### src/rtl/dtx_pkg.sv
package dtx_pkg;

  // Next value of a counter that wraps to zero at lim.
  function automatic int unsigned wrap_inc(input int unsigned v, input int unsigned lim);
    return (v + 1 >= lim) ? 0 : v + 1;
  endfunction

  // Words needed before a new burst may be requested.
  function automatic int unsigned burst_need(input int unsigned remaining, input int unsigned burst);
    return (remaining < burst) ? remaining : burst;
  endfunction

  // True when the FIFO level covers the next burst.
  function automatic logic words_ready(input int unsigned level, input int unsigned remaining,
                                       input int unsigned burst);
    return level >= burst_need(remaining, burst);
  endfunction

endpackage

### src/rtl/dtx_sync2.sv
module dtx_sync2 #(
  parameter logic RST_VAL = 1'b1
) (
  input  logic clk,
  input  logic rst_n,
  input  logic async_i,
  output logic sync_o
);
  logic stage1;

  always_ff @(posedge clk or negedge rst_n) begin
    if (!rst_n) begin
      stage1 <= RST_VAL;
      sync_o <= RST_VAL;
    end else begin
      stage1 <= async_i;
      sync_o <= stage1;
    end
  end
endmodule

### src/rtl/dtx_fifo.sv
module dtx_fifo
  import dtx_pkg::*;
#(
  parameter int DW    = 16,
  parameter int DEPTH = 32
) (
  input  logic                         clk,
  input  logic                         rst_n,
  input  logic                         wr_en,
  input  logic [DW-1:0]                wr_data,
  input  logic                         rd_en,
  output logic [DW-1:0]                rd_data,
  output logic [$clog2(DEPTH+1)-1:0]   level_o,
  output logic                         full_o,
  output logic                         empty_o
);
  localparam int AW = (DEPTH > 1) ? $clog2(DEPTH) : 1;
  localparam int CW = $clog2(DEPTH + 1);

  logic [DW-1:0] mem [DEPTH];
  logic [AW-1:0] wr_ptr, rd_ptr;
  logic [CW-1:0] count;

  always_ff @(posedge clk) begin
    if (wr_en) mem[wr_ptr] <= wr_data;
  end

  always_ff @(posedge clk or negedge rst_n) begin
    if (!rst_n) begin
      wr_ptr <= '0;
      rd_ptr <= '0;
      count  <= '0;
    end else begin
      if (wr_en) wr_ptr <= AW'(wrap_inc(32'(wr_ptr), DEPTH));
      if (rd_en) rd_ptr <= AW'(wrap_inc(32'(rd_ptr), DEPTH));
      case ({wr_en, rd_en})
        2'b10:   count <= count + CW'(1);
        2'b01:   count <= count - CW'(1);
        default: count <= count;
      endcase
    end
  end

  assign rd_data = mem[rd_ptr];
  assign level_o = count;
  assign full_o  = (count == CW'(DEPTH));
  assign empty_o = (count == '0);

  AST_NO_OVERFLOW: assert property (@(posedge clk) disable iff (!rst_n)
    wr_en |-> !full_o) else $error("push into full FIFO");
  AST_NO_UNDERFLOW: assert property (@(posedge clk) disable iff (!rst_n)
    rd_en |-> !empty_o) else $error("pop from empty FIFO");
endmodule

### src/rtl/burst_dma_tx.sv
module burst_dma_tx
  import dtx_pkg::*;
#(
  parameter int DW           = 16,
  parameter int FIFO_DEPTH   = 32,
  parameter int BURST_WORDS  = 16,
  parameter int SECTOR_WORDS = 1024,
  parameter int LEN_W        = 16
) (
  input  logic             clk,
  input  logic             rst_n,
  input  logic             load_i,
  input  logic [DW-1:0]    load_data_i,
  output logic             fifo_full_o,
  input  logic             start_i,
  input  logic [LEN_W-1:0] start_len_i,
  input  logic             irq_clr_i,
  input  logic             host_ack_n_i,
  input  logic             host_rd_n_i,
  input  logic             host_chan_sel_i,
  output logic             xfer_req_o,
  output logic [DW-1:0]    bus_data_o,
  output logic             bus_oe_o,
  output logic             sector_done_o,
  output logic             xfer_done_o,
  output logic             irq_o
);
  localparam int BW = (BURST_WORDS > 1) ? $clog2(BURST_WORDS) : 1;
  localparam int SW = (SECTOR_WORDS > 1) ? $clog2(SECTOR_WORDS) : 1;
  localparam int LW = $clog2(FIFO_DEPTH + 1);

  // Synchronised host controls.
  logic rd_lvl, rd_prev, ack_lvl;
  dtx_sync2 #(.RST_VAL(1'b1)) u_rd_sync  (.clk(clk), .rst_n(rst_n), .async_i(host_rd_n_i),  .sync_o(rd_lvl));
  dtx_sync2 #(.RST_VAL(1'b1)) u_ack_sync (.clk(clk), .rst_n(rst_n), .async_i(host_ack_n_i), .sync_o(ack_lvl));

  // Word buffer.
  logic          push_ev, pop_ev, fifo_empty;
  logic [DW-1:0] fifo_head;
  logic [LW-1:0] fifo_level;
  dtx_fifo #(.DW(DW), .DEPTH(FIFO_DEPTH)) u_fifo (
    .clk(clk), .rst_n(rst_n), .wr_en(push_ev), .wr_data(load_data_i),
    .rd_en(pop_ev), .rd_data(fifo_head), .level_o(fifo_level),
    .full_o(fifo_full_o), .empty_o(fifo_empty)
  );

  // Transfer state.
  logic [LEN_W-1:0] words_left;
  logic [BW-1:0]    burst_pos;
  logic [SW-1:0]    sector_pos;
  logic             req_q, oe_q, sdone_q, xdone_q, irq_q;
  logic [DW-1:0]    bus_word;

  // Named internal events.
  logic active, rd_fall, start_ok, last_word, sector_wrap, burst_open, data_ready;

  assign active      = (words_left != '0);
  assign rd_fall     = rd_prev & ~rd_lvl;
  assign push_ev     = load_i & ~fifo_full_o;
  assign pop_ev      = rd_fall & ~ack_lvl & active & ~fifo_empty;
  assign start_ok    = start_i & ~active & (start_len_i != '0);
  assign last_word   = pop_ev & (words_left == LEN_W'(1));
  assign sector_wrap = pop_ev & (sector_pos == SW'(SECTOR_WORDS - 1));
  assign burst_open  = (burst_pos != '0);
  assign data_ready  = words_ready(32'(fifo_level), 32'(words_left), BURST_WORDS);

  always_ff @(posedge clk or negedge rst_n) begin
    if (!rst_n) begin
      rd_prev    <= 1'b1;
      words_left <= '0;
      burst_pos  <= '0;
      sector_pos <= '0;
      req_q      <= 1'b0;
      oe_q       <= 1'b0;
      sdone_q    <= 1'b0;
      xdone_q    <= 1'b0;
      irq_q      <= 1'b0;
      bus_word   <= '0;
    end else begin
      rd_prev <= rd_lvl;
      req_q   <= active & (burst_open | data_ready);
      oe_q    <= ~host_ack_n_i & host_chan_sel_i;
      sdone_q <= sector_wrap;
      xdone_q <= last_word;
      if (start_ok) begin
        words_left <= start_len_i;
        burst_pos  <= '0;
        sector_pos <= '0;
      end else if (pop_ev) begin
        words_left <= words_left - LEN_W'(1);
        burst_pos  <= BW'(wrap_inc(32'(burst_pos), BURST_WORDS));
        sector_pos <= SW'(wrap_inc(32'(sector_pos), SECTOR_WORDS));
      end
      if (pop_ev) bus_word <= fifo_head;
      if (last_word)      irq_q <= 1'b1;
      else if (irq_clr_i) irq_q <= 1'b0;
    end
  end

  assign xfer_req_o    = req_q;
  assign bus_oe_o      = oe_q;
  assign bus_data_o    = bus_word;
  assign sector_done_o = sdone_q;
  assign xfer_done_o   = xdone_q;
  assign irq_o         = irq_q;

  AST_OE_RELEASE: assert property (@(posedge clk) disable iff (!rst_n)
    host_ack_n_i |=> !bus_oe_o) else $error("bus held after ack");
  AST_REQ_DROP_AT_END: assert property (@(posedge clk) disable iff (!rst_n)
    xfer_done_o |=> !xfer_req_o) else $error("request after last word");
  AST_DONE_PULSE: assert property (@(posedge clk) disable iff (!rst_n)
    xfer_done_o |=> !xfer_done_o) else $error("done longer than a cycle");
  AST_SECTOR_PULSE: assert property (@(posedge clk) disable iff (!rst_n)
    sector_done_o |=> !sector_done_o) else $error("sector pulse too long");
  AST_IRQ_HOLD: assert property (@(posedge clk) disable iff (!rst_n)
    (irq_o && !irq_clr_i) |=> irq_o) else $error("irq lost");
  AST_NO_POP_ACK_HIGH: assert property (@(posedge clk) disable iff (!rst_n)
    !$stable(bus_data_o) |-> !$past(ack_lvl)) else $error("word moved with ack high");
endmodule

### config.mk
export PLATFORM = sky130hd
export DESIGN_NAME = burst_dma_tx
export DESIGN_NICKNAME = d
export VERILOG_FILES = /design/src/rtl/dtx_pkg.sv /design/src/rtl/dtx_sync2.sv /design/src/rtl/dtx_fifo.sv /design/src/rtl/burst_dma_tx.sv
export SDC_FILE = /design/constraint.sdc
export NUM_CORES = 1
export LEC_CHECK = 0
export BUFFER_PORTS_ARGS = -buffer_cell sky130_fd_sc_hd__buf_2
export CAP_MARGIN = 10
export CORE_ASPECT_RATIO = 2
export CORE_MARGIN = 8
export CORE_UTILIZATION = 30
export CTS_CLUSTER_DIAMETER = 60
export DETAILED_ROUTE_END_ITERATION = 6
export GPL_ROUTABILITY_DRIVEN = 0
export GPL_TIMING_DRIVEN = 0
export PLACE_DENSITY = 0.42
export SETUP_SLACK_MARGIN = 0.5
export SLEW_MARGIN = 20
export SYNTH_ARGS = -nofsm -noshare
export SYNTH_HDL_FRONTEND = slang
export SYNTH_HIERARCHICAL = 1
export SYNTH_SLANG_ARGS = --single-unit
### constraint.sdc
create_clock -name clk -period 4.1 [get_ports clk]
set_input_delay 0 -clock clk [delete_from_list [all_inputs] [get_ports clk]]
set_output_delay 0 -clock clk [all_outputs]
set_load 0.02 [all_outputs]
Word level (Yosys, flattened, before mapping). Memory sizes are Yosys's and may differ from the RTL's. A register that Yosys moved wholly into a read port is not among the register bits. Index checks and enable logic that the tools add are counted.

Add/subtract/negate cells: 7. $lt $le $gt $ge: 6. Eq/ne operators: 5. Muxes and demuxes: 16. Bitwise logic cells: 18. Reductions and logical operators: 8.

Operators with widths (count): 2-to-1 mux 16 bit (3); nonzero test 16 bit (2); 2-to-1 mux 10 bit (3); equality test 16 x 1 -> 1 bit (second input constant) (1); greater-or-equal comparator 6 x 16 -> 1 bit (1); less-than comparator 16 x 5 -> 1 bit (second input constant) (1); subtractor 16 x 1 -> 16 bit (second input constant) (1); adder 5 x 1 -> 6 bit (second input constant) (2); greater-or-equal comparator 6 bit (second input constant) (2); 2-to-1 mux 4 bit (3); case mux 6 bit (2 select lines) (1); adder 10 x 1 -> 11 bit (second input constant) (1); bitwise AND 1 bit (11); greater-or-equal comparator 11 bit (second input constant) (1); equality test 10 bit (second input constant) (1); 2-to-1 mux 5 bit (2); adder 6 x 1 -> 6 bit (second input constant) (1); equality test 6 bit (second input constant) (1); logical NOT 6 bit (1); NOT 1 bit (6); nonzero test 2 bit (3); subtractor 6 x 1 -> 6 bit (second input constant) (1); adder 4 x 1 -> 5 bit (second input constant) (1); greater-or-equal comparator 5 bit (second input constant) (1); 6 further kinds (9).

Bits in registers: 56. RAM bits: 512. Output and inout port bits: 22. Memories kept: 1.

Memories: u_fifo.mem (depth 32, bits a word 16, rd ports 1, clocked after memory_dff 1, wr ports 1, line dtx_fifo.sv:20) `logic [DW-1:0] mem [DEPTH];`.

Longest topological paths before layout. Gate-level depths: netlist of run 1.

Depth after elaboration: 7. Depth in mapped cells: 15. Depth with buffers taken out: 12.

Cells and area by module. The synthesis of run 1 kept the hierarchy.

By module, submodules not included: dtx_fifo (instances 1, cells each 999, area an instance 20618.5 µm², sequential area each 15775.1 µm²); burst_dma_tx (instances 1, cells each 294, area an instance 2717.6 µm², sequential area each 1302.5 µm²); dtx_sync2 (instances 2, cells each 2, area an instance 52.6 µm², sequential area each 52.6 µm²).

Worst setup path before layout of run 1. OpenSTA, ideal clock, no wires.

Path kind: register to register. From: reg u_fifo.count[1] (netlist: u_fifo/level_o[1]). To: reg u_fifo.count[2] (netlist: u_fifo/level_o[2]). Data arrival time: 3.414 ns. Data required time: 3.969 ns. Setup slack: 0.555 ns. Stages on the path, launching flop included: 15. Cell sequence: dfrtp_1 clkbuf_1 or4_1 nor3b_1 nor2b_1 clkbuf_1 inv_1 ha_1 clkbuf_1 xor2_1 ha_1 a21oi_1 xor2_1 nor2_1 xor2_1.

Cells in the longest elaborated chain, start to end: 5. Elaborated cells on any way between the ends: 12.

RTL lines: from (decl) (line dtx_fifo.sv:22) `logic [CW-1:0] count;`; from (signal assigned) (line dtx_fifo.sv:37) `2'b10: count <= count + CW'(1);`; from (signal assigned) (line dtx_fifo.sv:38) `2'b01: count <= count - CW'(1);`; from (signal assigned) (line dtx_fifo.sv:39) `default: count <= count;`; equality test 6 bit (*) (line dtx_fifo.sv:46) `assign full_o = (count == CW'(DEPTH));`; net fifo_full_o (line burst_dma_tx.sv:14) `output logic fifo_full_o,`; NOT 1 bit (*) (line burst_dma_tx.sv:59) `assign push_ev = load_i & ~fifo_full_o;`; bitwise AND 1 bit (*) (line burst_dma_tx.sv:59); net push_ev (line burst_dma_tx.sv:38) `logic push_ev, pop_ev, fifo_empty;`; equality test 2 x 1 -> 1 bit or equality test 2 bit (tied branches) (line dtx_fifo.sv:36) `case ({wr_en, rd_en})`; case mux 6 bit (2 select lines) or nonzero test 2 bit (tied branches).

Mark *: on every way through the listed nets, which the timed path passes. The rest lies on a longest branch. A chain may end at the register's enable or synchronous reset.

Final worst setup path of run 1.
From: reg words_left[10]. To: reg u_fifo.count[4] (netlist: u_fifo/level_o[4]).

Cells in the longest elaborated chain, start to end: 5. Elaborated cells on any way between the ends: 7.

RTL lines: from (decl) (line burst_dma_tx.sv:48) `logic [LEN_W-1:0] words_left;`; from (signal assigned) (line burst_dma_tx.sv:86) `words_left <= start_len_i;`; from (signal assigned) (line burst_dma_tx.sv:90) `words_left <= words_left - LEN_W'(1);`; nonzero test 16 bit (*) (line burst_dma_tx.sv:57) `assign active = (words_left != '0);`; bitwise AND 1 bit (*) (2 in series) (line burst_dma_tx.sv:60) `assign pop_ev = rd_fall & ~ack_lvl & active & ~fifo_empty;`; net pop_ev (line burst_dma_tx.sv:38); equality test 2 x 1 -> 1 bit or equality test 2 bit (tied branches) (line dtx_fifo.sv:36); case mux 6 bit (2 select lines) or nonzero test 2 bit (tied branches).

Marked as above.

==> results.yml, run 1 <==
sta:
  setup-tns-final_ns: 0
  rsz0062_at_grt: "no"
  max_slew_margin_pct: 29.9
  finalHoldWorstSlack_ns: 0.0215
  skew_ns: 0.0263
  setup_violations: 0
  finalHoldViolCount: 0
  finalCriticalPeriod_ns: 3.47
  drv_slew: 0
  fmax_mhz: 288
  min_period_over_period_pct: 84.6
  worstMarginPinSlew_ns: 1.05
  layout_setup_ws_ns: 0.632
hold_path:
  hp-class: "primary input to register"
  hold_path_end: "u_fifo/mem[31][15]"
  min-delay-start: "load_data_i[15]"
  hold_path_depth: 1
setup_path:
  critPathKind: "register to register"
  critical_path.reg2reg.startpoint: "words_left[10]"
  cp_data_arrival_time_ns: 3.93
  cp-end-kind: "register"
  required_ns: 4.56
  crit_family: "simple AND/OR/NAND/NOR gates"
  crit_path_max_incr_delay_ns: 0.57
  start_kind: "register"
  crit_fanout: 12
  crit_chain: "or4_4, or3_1, buf_2, o21ai_4, inv_4, buf_6, ha_1, buf_2, xor2_1, ha_1, a211oi_1, o21ai_0, xnor2_1"
  crit_buf_inv: 4
  r2r-end: "u_fifo/level_o[4]"
  reg2regPathDepth: 13
  slowest_stage: "or4_4"
  reg2reg_setup_slack_ns: 0.63
grt:
  gr-total-overflow: 0
  grt_pass1_wl_mm: 102
  gr-max-usage-layer: "met2"
  use_met3_pct: 1.61
  antenna_found_initial: 1
  met1_usage_pct: 16.2
  grt_pass1_vias: 13647
  grt_max_degree: 40
  gr-usage-met2_pct: 32.9
  grt_use_total_pct: 16.3
cells_and_area:
  n_antenna_cell: 0
  layout-drive-gt1-share_pct: 23.8
  design_area_um2: 27700
  mostFrequentLayoutCells: "edfxtp_1 (512), mux4_2 (85), nand2_1 (81)"
  area_growth_pct: 18.3
  layout_commonest_cell: "edfxtp_1"
  nets: 1537
  final_cells: 2547
  multi_input_area_um2: 6050
  regArea_um2: 17200
  fillers: 7266
routing:
  vias_per_cell: 5.00
  wl_per_cell_um: 28.1
  via_count: 12729
  drt_iter0_markers: 827
  dr.pass1.iters: 5
  ant_nets: 0
  totalWireLength_mm: 71.5
  drc: 0
die:
  die_w_um: 214
  die_area_um2: 87900
  ios: 62
  num_rows: 145
  dieHeight_um: 411
  core_um2: 77800
  start_util_pct: 30.1
place:
  dp.cells: 2417
  place_area_um2: 25500
  dpl.hpwl_mm: 49.6
  portBuffers: 61
  dpl_worst_slack_ns: -0.599
pwr:
  power.leakage_nw: 9.26
  powerDensity_nw_per_um2: 648
  vdd_drop_max_v: 0.000365
cts:
  clock_path_buffers: 3
  path_clk_slew_ns: 0.07
  numCtsBuffers: 52
  cts-root-buf: "clkbuf_16"
  worstSkewPairLatency_ns: 0.60
  cts_tree: "yes"
  htree_num_levels: 2
  cts.sinks: 584
yosys:
  yosys_most_used_dff: "edfxtp_1"
  ys_ff_latch: 584
  synth_cell_types: 75
  netlist.area_leader.share_pct: 65.6
  syn_inst: 1297
  netlist_area_um2: 23400
  yosysTopAreaCell: "edfxtp_1"
  synth_enable_flop_cells: 512
  synthArstFlopShare_pct: 12.3
  ys_top_cells_by_area: "edfxtp_1 (66%), mux4_2 (8.2%), dfrtp_1 (7.2%)"
  yosysSeqAreaShare_pct: 73.3
  ys_warn_count: 6
  syn_nets: 1356
  avgSynthCellArea_um2: 18.1
outcome:
  status: "finished clean"
job:
  drv_cap: 0
## power breakdown
group	switching [mW]	internal [mW]
logic	3.42	2.02
clock network	2.25	2.94
registers	0.303	7.02
## layout make-up
class	count	area share, %
multi-input combinational	620	21.8
sequential	584	62.0
inverter	17	0.239
tap	1029	4.64
clock buffer	64	4.93
clock inverter	30	1.40
timing repair buffer	127	3.49
buffer	76	1.50
## metal layers
| layer | routed length [um] | vias up |
|---|---|---|
| met5 | 0 | - |
| met4 | 3210 | 0 |
| met3 | 1910 | 108 |
| met2 | 42100 | 225 |
| met1 | 24300 | 6768 |
| li1 | - | 5628 |
## flip-flops by register name, summed over array words and instances (netlist names), 4 cells and up
name,cells
u_fifo/mem,512
u_fifo/level_o,6
u_fifo/wr_ptr,5
bus_data_o,16
u_fifo/rd_ptr,5
sector_pos,10
burst_pos,4
words_left,16
## synth_stat cells (6+ instances only)
cell type,instances
a2111oi_2,8
a211oi_1,7
a21oi_1,47
a22o_1,15
a22oi_1,23
buf_2,17
buf_4,9
clkbuf_1,39
dfrtp_1,67
edfxtp_1,512
ha_1,19
inv_1,16
mux2i_1,68
mux4_1,10
mux4_2,85
nand2_1,84
nand2b_1,6
nand3_1,25
nand3b_1,6
nand4_1,9
nor2_1,39
nor3_1,20
nor4_1,7
o21ai_0,10
o221ai_1,16
o22ai_1,18
xnor2_1,6
xor2_1,6
## cell families (layout without fill, tap and decap cells)
group                      count (synthesis)  after routing  synth area share, %
muxes                                    164            164                 12.2
AOI/OAI and AO/OA                        195            195                 6.19
and+or+nand+nor                          229            229                 4.79
other                                      1              1               0.0160
xor gates and xnor gates                  12             12                0.448
buffers and inverters                     93            314                 2.00
adders and majority gates                 19             19                 1.01
DFF                                      584            584                 73.3
## stage by stage
stage	power, mW	util [%]
floorplan	10.6	-
global placement	12.8	32.2
detailed placement	12.9	32.8
CTS	18.2	35.5
global route	18.7	35.6
finish	18.0	35.6
## timing repair
item                                   CTS  global route
endpoints found under the hold margin  198             0
pin swaps                                1             0
buffers inserted                         2             4
resized for setup                       11            17
hold buffers                            30             0
setup endpoints to repair               34           259
## how the worst max path moves through the flow
stage | from | end | slack (ns) | cells after the start
global placement | u_fifo/level_o[1] | u_fifo/mem[13][12] | -1.11 | 7
finish | words_left[10] | u_fifo/level_o[4] | 0.63 | 13
floorplan | u_fifo/level_o[1] | u_fifo/level_o[2] | 0.56 | 14
CTS | u_fifo/level_o[1] | u_fifo/level_o[2] | 0.44 | 14
global route | u_fifo/level_o[1] | u_fifo/level_o[2] | 0.50 | 14
detailed placement | u_fifo/level_o[1] | u_fifo/level_o[2] | -0.60 | 15
No activity file was read; power rests on OpenSTA's default activity.
==> run 2, diff against run 1 <==
==> constraint.sdc (replaced) <==
create_clock -name clk -period 3.42 [get_ports clk]
set_input_delay 0 -clock clk [delete_from_list [all_inputs] [get_ports clk]]
set_output_delay 0 -clock clk [all_outputs]
set_load 0.02 [all_outputs]
==> run 2 against run 1 <==
Combinational power rose by 27%. Utilization rose by 0.61 points. Clock skew fell by 0.0042 ns. Worst setup slack got worse by 0.30 ns. Design area rose by 1.7%. Die area did not move. Largest cell class unchanged.
==> results.yml, run 2 (synthesized netlist as in run 1, its figures left out) <==
routing:
  drc: 0
  drt_iter0_markers: 852
  wl_per_cell_um: 28.1
  vias_per_cell: 5.00
  totalWireLength_mm: 72.0
  via_count: 12830
  ant_nets: 0
  dr.pass1.iters: 5
cells_and_area:
  regArea_um2: 17200
  area_growth_pct: 20.3
  nets: 1552
  top_register: "u_fifo/mem"
  layout_commonest_cell: "edfxtp_1"
  fin_util_pct: 36.2
  mostFrequentLayoutCells: "edfxtp_1 (512), mux4_2 (85), nand2_1 (81)"
  largest_register_ffs: 512
  fillers: 7222
  multi_input_area_um2: 6340
  layout-drive-gt1-share_pct: 27.2
hold_path:
  hp-class: "primary input to register"
grt:
  grt_max_degree: 44
  gr-max-usage-layer: "met2"
  grt_pass1_wl_mm: 102
  use_met3_pct: 1.58
  met1_usage_pct: 16.6
  antenna_found_initial: 2
  gr-total-overflow: 0
  grt_use_total_pct: 16.5
  grt_pass1_vias: 13914
  gr-usage-met2_pct: 33.1
setup_path:
  required_ns: 3.89
  crit_path_max_incr_delay_ns: 0.55
  crit_buf_inv: 6
  slowest_stage: "or4_4"
  crit_top_cell: "buf_4"
  cp_data_arrival_time_ns: 3.56
  crit_family: "simple AND/OR/NAND/NOR gates"
  crit_fanout: 3
  critPathKind: "register to register"
  crit_chain: "or4_4, or3_4, buf_6, o21ai_4, inv_4, clkbuf_16, ha_4, clkbuf_8, and4b_1, a32oi_2, buf_4, buf_4, o211ai_1, nand3_2"
  cp-end-kind: "register"
  start_kind: "register"
die:
  core_um2: 77800
  dieHeight_um: 411
  ios: 62
  die_w_um: 214
  die_area_um2: 87900
  num_rows: 145
  start_util_pct: 30.1
cts:
  path_clk_slew_ns: 0.06
  cts_tree: "yes"
  cts.sinks: 584
  worstSkewPairLatency_ns: 0.59
  numCtsBuffers: 52
  htree_num_levels: 2
  cts-root-buf: "clkbuf_16"
  clock_path_buffers: 3
sta:
  min_period_over_period_pct: 90.3
  finalHoldWorstSlack_ns: 0.00135
  rsz0062_at_grt: "yes"
  finalHoldViolCount: 0
  worstMarginPinSlew_ns: 1.04
  fmax_mhz: 324
  drv_slew: 0
  max_slew_margin_pct: 30.4
  layout_setup_ws_ns: 0.331
  finalCriticalPeriod_ns: 3.09
  skew_ns: 0.0221
  setup_violations: 0
outcome:
  status: "finished clean"
job:
  drv_cap: 0
place:
  portBuffers: 61
  dpl.hpwl_mm: 49.6
  dpl_worst_slack_ns: -0.499
pwr:
  powerDensity_nw_per_um2: 772
  vdd_drop_max_v: 0.000456
  power.leakage_nw: 9.45
  finalPower_mw: 21.8
-- run 2: cell count changes in the layout (fill, tap and decap cells not counted), moves of 4 or more --
cell,change
a2111oi_0,-4
a2111oi_4,+6
a22oi_1,-6
a22oi_2,+6
buf_4,+16
clkbuf_1,-12
clkbuf_2,+9
clkbuf_8,+6
nor3_2,-4
nor3_4,+4
-- run 2: metal layers --
layer	wire (um)	share of wire, %
met1	24700	34
met2	41900	58
met3	2090	2.9
met4	3310	4.6
met5	0	0
-- run 2: power by group --
| group | leakage, nW | internal, mW | switching [mW] | total [mW] |
|---|---|---|---|---|
| registers | 5.46 | 8.42 | 0.369 | 8.79 |
| logic | 3.15 | 2.64 | 4.27 | 6.91 |
| clock network | 0.841 | 3.44 | 2.64 | 6.07 |
| total | 9.45 | 14.5 | 7.28 | 21.8 |
-- run 2: path summary, 6_finish.rpt --
path	end	slack, ns	from	depth (start not counted)
max	u_fifo/level_o[5]	0.33	words_left[11]	14
min	u_fifo/mem[30][15]	0.001	load_data_i[15]	1
max reg2reg	u_fifo/level_o[5]	0.33	words_left[11]	14
min reg2reg	u_rd_sync/sync_o	0.36	u_rd_sync/stage1	0
max in group asynchronous	words_left[10]	2.62	rst_n	4
min in group asynchronous	rd_prev	0.53	rst_n	3
-- run 2: final cells by class --
class | count | area share (%)
Sequential cell | 584 | 60.9
Buffer | 76 | 1.85
Antenna cell | 3 | 0.0266
Clock inverter | 27 | 1.11
Timing Repair Buffer | 142 | 3.78
Clock buffer | 68 | 5.01
Inverter | 17 | 0.244
Multi-Input combinational cell | 620 | 22.5
Tap cell | 1029 | 4.56
-- run 2: stage by stage --
stage	area [um^2]	TNS [ns]	cells
after floorplan	23500	0	1297
after global placement	25100	-432.06	2387
after detailed placement	25600	-15.80	2414
after CTS	28000	0	2554
after global routing	28200	0	2563
final	28200	0	2566
-- run 2: worst register-to-register path: stages, from the launching register on --
cell	delay (ns)
dfrtp_1	0.39
or4_4	0.55
or3_4	0.34
buf_6	0.13
o21ai_4	0.16
inv_4	0.07
clkbuf_16	0.16
ha_4	0.15
clkbuf_8	0.13
and4b_1	0.25
a32oi_2	0.12
buf_4	0.16
buf_4	0.12
o211ai_1	0.19
nand3_2	0.09
-- run 2: timing repair --
| item | CTS | global route |
|---|---|---|
| hold buffers | 29 | 0 |
| endpoints found under the hold margin | 161 | 0 |
| cloned | 0 | 0 |
| buffers inserted | 16 | 9 |
| endpoints found under the setup margin | 503 | 35 |
| pin swaps | 12 | 12 |
| resized for setup | 69 | 20 |
==> run 3, diff against run 2 <==
--- a/config.mk
+++ b/config.mk
@@ -5,8 +5,11 @@
 export SDC_FILE = /design/constraint.sdc
 export NUM_CORES = 1
 export LEC_CHECK = 0
+export ABC_AREA = 1
 export BUFFER_PORTS_ARGS = -buffer_cell sky130_fd_sc_hd__buf_2
 export CAP_MARGIN = 10
+export CELL_PAD_IN_SITES_DETAIL_PLACEMENT = 1
+export CELL_PAD_IN_SITES_GLOBAL_PLACEMENT = 1
 export CORE_ASPECT_RATIO = 2
 export CORE_MARGIN = 8
 export CORE_UTILIZATION = 30
@@ -14,7 +17,7 @@
 export DETAILED_ROUTE_END_ITERATION = 6
 export GPL_ROUTABILITY_DRIVEN = 0
 export GPL_TIMING_DRIVEN = 0
-export PLACE_DENSITY = 0.42
+export PLACE_DENSITY = 0.5
 export SETUP_SLACK_MARGIN = 0.5
 export SLEW_MARGIN = 20
 export SYNTH_ARGS = -nofsm -noshare
==> run 3 against run 2 <==
The flow now finishes with violations (hold timing). Design area grew 4.2%. Power grew 15%. Via count grew 36%. Clock power grew 8.2%. Routed wire length grew 26%. Combinational power grew 39%. Count of clock-buffer cells in the layout grew 4. Sequential share of layout area shrank 2.4 points. Utilization shrank 0.56 points. Cell count grew 39%. Worst setup slack gained 0.26 ns.
==> results.yml, run 3 <==
place:
  portBuffers: 61
  dp.cells: 3415
  dpl.hpwl_mm: 66.8
pwr:
  power.leakage_nw: 11.0
  vdd_drop_max_v: 0.000399
  finalPower_mw: 25.1
  powerDensity_nw_per_um2: 853
cells_and_area:
  multi_input_area_um2: 6950
  fillers: 9009
  layout_commonest_cell: "edfxtp_1"
  area_growth_pct: 17.9
  nets: 2525
  mostFrequentLayoutCells: "edfxtp_1 (512), nand2_1 (504), nor2_1 (339)"
  largest_register_ffs: 512
  regArea_um2: 17200
  final_cells: 3568
  top_register: "u_fifo/mem"
  layout-drive-gt1-share_pct: 13.9
grt:
  antenna_found_initial: 1
  grt_pass1_wl_mm: 131
  grt_max_degree: 45
  gr-total-overflow: 0
  grt_pass1_vias: 19104
  grt_use_total_pct: 19.3
setup_path:
  start_kind: "register"
  critPathKind: "register to register"
  required_ns: 3.95
  crit_chain: "nor2_4, nand2_2, nor2_4, nand3_4, nand2_8, inv_8, buf_12, ha_1, buf_6, inv_2, nand2_1, nand2_1, inv_1, ha_1, o21bai_1, a21oi_1, o21ai_0, o21ai_0"
  crit_family: "simple AND/OR/NAND/NOR gates"
  slowest_stage: "dfrtp_2"
  crit_path_max_incr_delay_ns: 0.44
  crit_fanout: 9
  cp-end-kind: "register"
  cp_data_arrival_time_ns: 3.35
  crit_buf_inv: 5
sta:
  fmax_mhz: 354
  rsz0062_at_grt: "no"
  worstMarginPinSlew_ns: 0.996
  skew_ns: 0.0256
  drv_slew: 0
  max_slew_margin_pct: 33.5
  finalHoldViolCount: 7
  setup_violations: 0
  min_period_over_period_pct: 82.6
  finalCriticalPeriod_ns: 2.82
  finalHoldWorstSlack_ns: -0.0149
cts:
  path_clk_slew_ns: 0.07
  htree_num_levels: 2
  cts.sinks: 584
  cts_tree: "yes"
  clock_path_buffers: 3
  cts-root-buf: "clkbuf_16"
  worstSkewPairLatency_ns: 0.64
  numCtsBuffers: 56
yosys:
  synth_cell_types: 38
  synth_most_common_cell: "edfxtp_1"
  synth_common_cells: "edfxtp_1 (512), nand2_1 (507), nor2_1 (371), nand3_1 (278), o21ai_0 (172)"
  syn_inst: 2275
  synth_enable_flop_cells: 512
  ys_top_cells_by_area: "edfxtp_1 (62%), nand2_1 (7.6%), dfrtp_1 (6.7%)"
  syn_nets: 2334
  synthArstFlopShare_pct: 12.3
  ys_ff_latch: 584
  netlist_area_um2: 24900
  ys_warn_count: 6
  yosys_most_used_dff: "edfxtp_1"
  avgSynthCellArea_um2: 11.0
  netlist.area_leader.share_pct: 61.7
  yosysTopAreaCell: "edfxtp_1"
  yosysSeqAreaShare_pct: 68.9
die:
  dieHeight_um: 424
  start_util_pct: 30.3
  num_rows: 149
  die_area_um2: 93100
  ios: 62
  core_um2: 82400
  die_w_um: 220
outcome:
  status: "finished, violations left"
  violations: "hold timing"
routing:
  drc: 0
  drt_iter0_markers: 934
  wl_per_cell_um: 25.4
  ant_nets: 0
  totalWireLength_mm: 90.6
  via_count: 17511
  vias_per_cell: 4.91
  dr.pass1.iters: 4
job:
  drv_cap: 0
hold_path:
  hp-class: "primary input to register"
==> run 3: cells by family (layout without fill, tap and decap cells) <==
family / after synthesis / count (layout) / synth area share [%]
flops: 584 / 584 / 68.9
fa+ha+maj: 19 / 19 / 0.954
compound gates: 248 / 248 / 5.02
buf+inv: 197 / 432 / 3.92
other cells: 1 / 2 / 0.0150
mux: 1 / 1 / 0.0402
simple gates: 1201 / 1201 / 20.3
xor+xnor: 24 / 24 / 0.843
==> run 3: repair_timing <==
action | 4_1_cts | 5_1_grt
setup endpoints to repair | 450 | 37
resized for setup | 26 | 15
hold endpoints to repair | 102 | 0
pin swaps | 3 | 5
hold buffers | 29 | 0
gates cloned | 0 | 0
setup buffers | 8 | 13
==> run 3: path summary, 6_finish.rpt <==
check                            startpoint           endpoint  slack, ns  cells after the start
setup / recovery              words_left[6]  u_fifo/level_o[2]       0.60                     18
hold / removal              load_data_i[11]  u_fifo/mem[2][11]      -0.01                      1
setup reg to reg              words_left[6]  u_fifo/level_o[2]       0.60                     18
hold reg to reg            u_rd_sync/stage1   u_rd_sync/sync_o       0.36                      0
max in group asynchronous             rst_n       burst_pos[0]       2.62                      4
min in group asynchronous             rst_n  u_ack_sync/sync_o       0.51                      3
==> run 3: routing by layer <==
layer,global-route usage [%],share of wire (%)
met1,18.2,34
met2,39.6,59
met3,1.87,2.3
met4,9.43,5.3
met5,0,0
==> run 3: area by class of cell <==
| type | instances | share of cell area [%] |
|---|---|---|
| Multi-Input combinational cell | 1494 | 23.6 |
| Sequential cell | 584 | 58.5 |
| Inverter | 76 | 1.01 |
| Tap cell | 1057 | 4.50 |
| Clock buffer | 72 | 5.18 |
| Clock inverter | 30 | 1.25 |
| Timing Repair Buffer | 133 | 3.48 |
| Buffer | 121 | 2.45 |
| Antenna cell | 1 | 0.00851 |
==> run 3: stage by stage <==
step                worst slack, ns  cell area [um^2]  setup TNS [ns]  util [%]
finish                        0.595             29400               0      35.7
global route                  0.497             29400               0      35.7
CTS                           0.511             29300               0      35.5
detailed placement          -0.0577             26900         -0.0700      32.7
global placement              -1.45             26600         -160.65      32.2
floorplan                     0.526             24900               0         -
==> run 3: power breakdown <==
| part | internal [mW] | switching, mW | total [mW] |
|---|---|---|---|
| clock network | 3.75 | 2.82 | 6.57 |
| registers | 8.46 | 0.424 | 8.89 |
| logic | 2.58 | 7.04 | 9.62 |
